==> src/rtl/sdh_cmd_unit.sv <==
`timescale 1ns/1ps
module sdh_cmd_unit #(
  parameter int ADDR_W = 8,
  parameter int IDX_W  = 6,
  parameter int LEN_W  = 5
) (
  input  logic              clk,
  input  logic              rst_n,
  input  logic              bus_we,
  input  logic [ADDR_W-1:0] bus_addr,
  input  logic [31:0]       bus_wdata,
  output logic [31:0]       bus_rdata,
  input  logic              cfg_busy_irq_en,
  output logic              busy_irq,
  output logic              req_valid,
  input  logic              req_ready,
  output logic [IDX_W-1:0]  req_index,
  output logic [31:0]       req_arg,
  input  logic              rsp_valid,
  input  logic [LEN_W-1:0]  rsp_len,
  input  logic [127:0]      rsp_data
);
  localparam logic [ADDR_W-1:0] OFS_CMD  = ADDR_W'(8'h00);
  localparam logic [ADDR_W-1:0] OFS_ARG  = ADDR_W'(8'h04);
  localparam logic [ADDR_W-1:0] OFS_RSP0 = ADDR_W'(8'h10);
  localparam logic [ADDR_W-1:0] OFS_RSP1 = ADDR_W'(8'h14);
  localparam logic [ADDR_W-1:0] OFS_RSP2 = ADDR_W'(8'h18);
  localparam logic [ADDR_W-1:0] OFS_RSP3 = ADDR_W'(8'h1C);
  localparam logic [ADDR_W-1:0] OFS_STS  = ADDR_W'(8'h20);
  localparam int B_LONG = 9, B_NORSP = 10, B_BUSY = 11, B_FAIL = 14, B_GO = 15;
  localparam int S_TMO = 6, S_BSY = 10;

  typedef enum logic [1:0] {ST_IDLE, ST_REQ, ST_WAIT} st_e;

  st_e         st_q;
  logic [15:0] cmd_q;
  logic [31:0] arg_q;
  logic [31:0] rsp_q [4];
  logic        sts_tmo_q, sts_bsy_q;
  logic [31:0] long_w [4];
  logic        in_wait, done, len_ok, rsp_bad, idle;

  function automatic logic [31:0] be_word(input logic [127:0] d, input int j);
    return {d[8*j +: 8], d[8*(j+1) +: 8], d[8*(j+2) +: 8], d[8*(j+3) +: 8]};
  endfunction

  for (genvar i = 0; i < 4; i++) begin : g_long
    assign long_w[i] = be_word(rsp_data, 12 - 4*i);
  end

  assign idle    = (st_q == ST_IDLE);
  assign in_wait = (st_q == ST_WAIT);
  assign done    = in_wait && rsp_valid;
  assign len_ok  = (rsp_len == LEN_W'(4) && !cmd_q[B_LONG]) || rsp_len == LEN_W'(16);
  assign rsp_bad = !cmd_q[B_NORSP] && !len_ok;

  assign req_valid = (st_q == ST_REQ);
  assign req_index = cmd_q[IDX_W-1:0];
  assign req_arg   = arg_q;
  assign busy_irq  = sts_bsy_q;

  always_ff @(posedge clk) begin
    if (!rst_n) begin
      st_q  <= ST_IDLE;
      cmd_q <= '0;
      arg_q <= '0;
    end else begin
      case (st_q)
        ST_IDLE: begin
          if (bus_we && bus_addr == OFS_CMD) begin
            cmd_q <= bus_wdata[15:0];
            if (bus_wdata[B_GO]) st_q <= ST_REQ;
          end
          if (bus_we && bus_addr == OFS_ARG) arg_q <= bus_wdata;
        end
        ST_REQ: if (req_ready) st_q <= ST_WAIT;
        default: if (rsp_valid) begin
          st_q        <= ST_IDLE;
          cmd_q[B_GO] <= 1'b0;
          if (rsp_bad) cmd_q[B_FAIL] <= 1'b1;
        end
      endcase
    end
  end

  always_ff @(posedge clk) begin
    if (!rst_n) begin
      for (int i = 0; i < 4; i++) rsp_q[i] <= '0;
    end else if (done && !cmd_q[B_NORSP] && !rsp_bad) begin
      if (rsp_len == LEN_W'(4)) begin
        rsp_q[0] <= be_word(rsp_data, 0);
        for (int i = 1; i < 4; i++) rsp_q[i] <= '0;
      end else begin
        for (int i = 0; i < 4; i++) rsp_q[i] <= long_w[i];
      end
    end
  end

  logic sts_wr;
  assign sts_wr = bus_we && bus_addr == OFS_STS;

  always_ff @(posedge clk) begin
    if (!rst_n) begin
      sts_tmo_q <= 1'b0;
      sts_bsy_q <= 1'b0;
    end else begin
      sts_tmo_q <= (sts_tmo_q && !(sts_wr && bus_wdata[S_TMO])) || (done && rsp_bad);
      sts_bsy_q <= (sts_bsy_q && !(sts_wr && bus_wdata[S_BSY])) ||
                   (done && !rsp_bad && cmd_q[B_BUSY] && cfg_busy_irq_en);
    end
  end

  always_comb begin
    bus_rdata = '0;
    case (bus_addr)
      OFS_CMD:  bus_rdata = {16'h0, cmd_q};
      OFS_ARG:  bus_rdata = arg_q;
      OFS_RSP0: bus_rdata = rsp_q[0];
      OFS_RSP1: bus_rdata = rsp_q[1];
      OFS_RSP2: bus_rdata = rsp_q[2];
      OFS_RSP3: bus_rdata = rsp_q[3];
      OFS_STS: begin
        bus_rdata[S_TMO] = sts_tmo_q;
        bus_rdata[S_BSY] = sts_bsy_q;
      end
      default:  bus_rdata = '0;
    endcase
  end

  logic unused_idle;
  assign unused_idle = idle;
endmodule

==> config.mk <==
export PLATFORM = sky130hd
export DESIGN_NAME = sdh_cmd_unit
export DESIGN_NICKNAME = d
export VERILOG_FILES = /design/src/rtl/sdh_cmd_unit.sv
export SDC_FILE = /design/constraint.sdc
export NUM_CORES = 1
export LEC_CHECK = 0
export ABC_AREA = 1
export BUFFER_PORTS_ARGS = -buffer_cell sky130_fd_sc_hd__clkbuf_2
export CAP_MARGIN = 10
export CORE_MARGIN = 1.5
export CORE_UTILIZATION = 23
export CTS_CLUSTER_SIZE = 12
export DETAILED_ROUTE_END_ITERATION = 10
export HOLD_SLACK_MARGIN = 0.08
export PLACE_DENSITY = 0.44
export SETUP_SLACK_MARGIN = 0.15
export SYNTH_ARGS = -nofsm -noshare
export SYNTH_HDL_FRONTEND = slang
export SYNTH_SLANG_ARGS = --single-unit
==> constraint.sdc <==
create_clock -name clk -period 2.9 [get_ports clk]
set_clock_uncertainty 0.05 [all_clocks]
set_input_delay 0.29 -clock clk [delete_from_list [all_inputs] [get_ports clk]]
set_output_delay 0.29 -clock clk [all_outputs]
set_load 0.05 [all_outputs]
==> impl_metrics.toml <==
[outcome]
status = "finished, final reports clean"

[die]
ios = 251
dieArea_sq_mm = 0.0383
initial_core_util = 0.233
placementRows = 70
core_sq_mm = 0.0366
die_x_um = 196
dieHeight_um = 196

[grt]
grt_pass1_wl_um = 51000
track_usage = 0.181
grt_overflow_total = 0
grt_max_degree = 70
antenna_found_initial = 2
grt_pass1_vias = 7945

[place]
post-place-ws_ps = 510
gp_congestion = 0.873
io_buffers = 250
dpl.hpwl_um = 25600
placed_area_sq_mm = 0.0106

[clocking]
clock_path_buffers = 2
cts_resized = 0
clk_pin_slew_ps = 70
clock-sinks = 180
cts_made_buffers = 17
post_cts_buffers = 0
cts_hold_buffers = 56
cts-root-buf = "clkbuf_16"
worstSkewPairLatency_ps = 450
htreeDepth = 4
cts_tree = "yes"

[worst_setup_path]
crit_buf_inv = 3
cp_max_fo = 42
crit_type = "in2out"
cpMaxStageDelayCell = "buf_4"
cp_data_required_time_ps = 2560
slowest_delay_ps = 440
crit_path_start_kind = "primary input"
path_delay_family = "simple AND/OR/NAND/NOR gates"
critPathCaptureType = "output pin"
cp.arrival_ps = 2050
path_cells = "clkbuf_2, nor2_2, nand2_1, nor2_4, buf_4, nand3_1, nand2_1, a21oi_1, nand3_1, clkbuf_2"

[sta]
setup_slack_ps = 515
drv_slew = 0
max_freq_mhz = 419
fin_setup_tns_ps = 0
finalHoldViolations = 0
relSlewSlack = 0.515
min_period_over_period = 0.822
min_period_ps = 2390
tightest_slew_ps = 728
setup_viol = 0
rsz0062_at_grt = "false"

[layout]
fin_nets = 1513
postLayoutCellArea_sq_mm = 0.0118
layout_commonest_cell = "clkbuf_2"
layout_common_cells = "224 x clkbuf_2, 170 x nand2_1, 164 x nor2_1, 126 x nand3_1, 122 x inv_1"
syn_to_final_growth_pct = 37.9
drive_gt1_frac = 0.241
fillers = 3905

[power_and_ir_drop]
power_density_mw_per_mm2 = 460
peakVddDrop_uv = 367
p_leak_nw = 5.41

[detailed_routing]
first_pass_iters = 4
totalWireLength_um = 34300
drc_errors = 0
ant_nets = 0
routed_via_density = 4.48
num_vias = 8131
wire_per_inst_um = 18.9
drt-initial-drc-count = 504

[synthesis]
synthCells = 1055
ys_ff_latch = 180
ys_warn_count = 0
netlist_area_sq_mm = 0.00853
synth-seq-area-share = 0.535
syn_nets = 1234
yosysUniqueCellTypes = 29
syn_avg_cell_area_sq_um = 8.09

[min_path]
hold_path_class = "in2reg"

[flow_run]
cap_violations = 0
[layer usage]
layer	routed length (um)	track usage
met5	13	0
met3	1870	0.0363
met4	588	0.0554
met1	17100	0.265
met2	14700	0.265
[power breakdown]
group	total [W]	switching [W]	leakage (nW)	internal, W
clock network	0.00229	0.00110	0.261	0.00119
registers	0.00275	0.0000233	1.67	0.00272
logic	0.000377	0.000207	3.48	0.000170
total	0.00541	0.00133	5.41	0.00409
[kinds of logic (layout without fill, tap and decap cells)]
family	after synthesis	after routing	synth area share
AND/OR/NAND/NOR	525	525	0.277
buffers and inverters	201	493	0.101
flip-flops	180	180	0.535
AO/OA/AOI/OAI	149	149	0.0877
other	0	1	0
[per-stage QoR]
stage,instances,hold slack (ps),power (W),utilization
final,1816,99.0,0.00541,0.322
after global placement,1727,389,0.00313,0.291
after detailed placement,1727,389,0.00312,0.291
after CTS,1815,80.2,0.00548,0.321
after floorplan,1055,375,0.00290,-
after global routing,1816,98.9,0.00561,0.322
[tightest hold or removal path: cells and delay by family]
kind,cells,cell delay (ps)
buffers and inverters,1,90
AOI/OAI and AO/OA,1,60
and+or+nand+nor,1,40
[cell usage after synthesis]
| cell | count | area [sq um] |
|---|---|---|
| nand2_4 | 1 | 11.3 |
| a21oi_1 | 66 | 330 |
| nand2_2 | 1 | 6.26 |
| and3_1 | 2 | 12.5 |
| buf_1 | 3 | 11.3 |
| nor2_1 | 165 | 619 |
| o21ai_0 | 67 | 335 |
| nand3_2 | 2 | 20.0 |
| a211oi_1 | 1 | 7.51 |
| nand4_4 | 1 | 21.3 |
| inv_1 | 122 | 458 |
| nand2_1 | 170 | 638 |
| nor2_8 | 1 | 20.0 |
| buf_6 | 4 | 45.0 |
| buf_4 | 11 | 82.6 |
| inv_2 | 4 | 15.0 |
| nor3_4 | 2 | 32.5 |
| nor4_1 | 1 | 6.26 |
| clkbuf_1 | 29 | 109 |
| nor3_1 | 2 | 10.0 |
| nand4_1 | 45 | 282 |
| nor2_4 | 2 | 22.5 |
| nor2_2 | 1 | 6.26 |
| nand3_1 | 126 | 631 |
| buf_2 | 28 | 140 |
| edfxtp_1 | 96 | 2880 |
| o21ai_1 | 15 | 75.1 |
| dfxtp_1 | 84 | 1680 |
| nand3b_1 | 3 | 22.5 |
[registers in the layout (all words and copies together), names as in the netlist]
name       flops
busy_irq       1
st_q           2
cmd_q         16
sts_tmo_q      1
rsp_q        128
req_arg       32
[layout make-up]
class                   count  area [sq um]  area share
diodes                      1          2.50    0.000213
clock buffers              19           433      0.0368
clock inverters            13           126      0.0107
inverters                 126           473      0.0402
multi-input cells         674          3120       0.265
flip-flops and latches    180          4560       0.388
well taps                 468           586      0.0497
repair buffers            335          2470       0.210
[final timing paths]
kind                                              from                      to  slack [ps]  cells past startpoint
worst max-delay path                       bus_addr[7]           bus_rdata[24]         510                     10
worst min-delay path                      rsp_data[18]  rsp_q[0][10]$_DFFE_PP_         100                      3
worst max register to register    st_q[1]$_SDFFE_PN0P_   rsp_q[0][6]$_DFFE_PP_         820                      8
worst min register to register  cmd_q[14]$_SDFFE_PN0P_  cmd_q[14]$_SDFFE_PN0P_         410                      2
No activity file was read; power rests on OpenSTA's default activity.
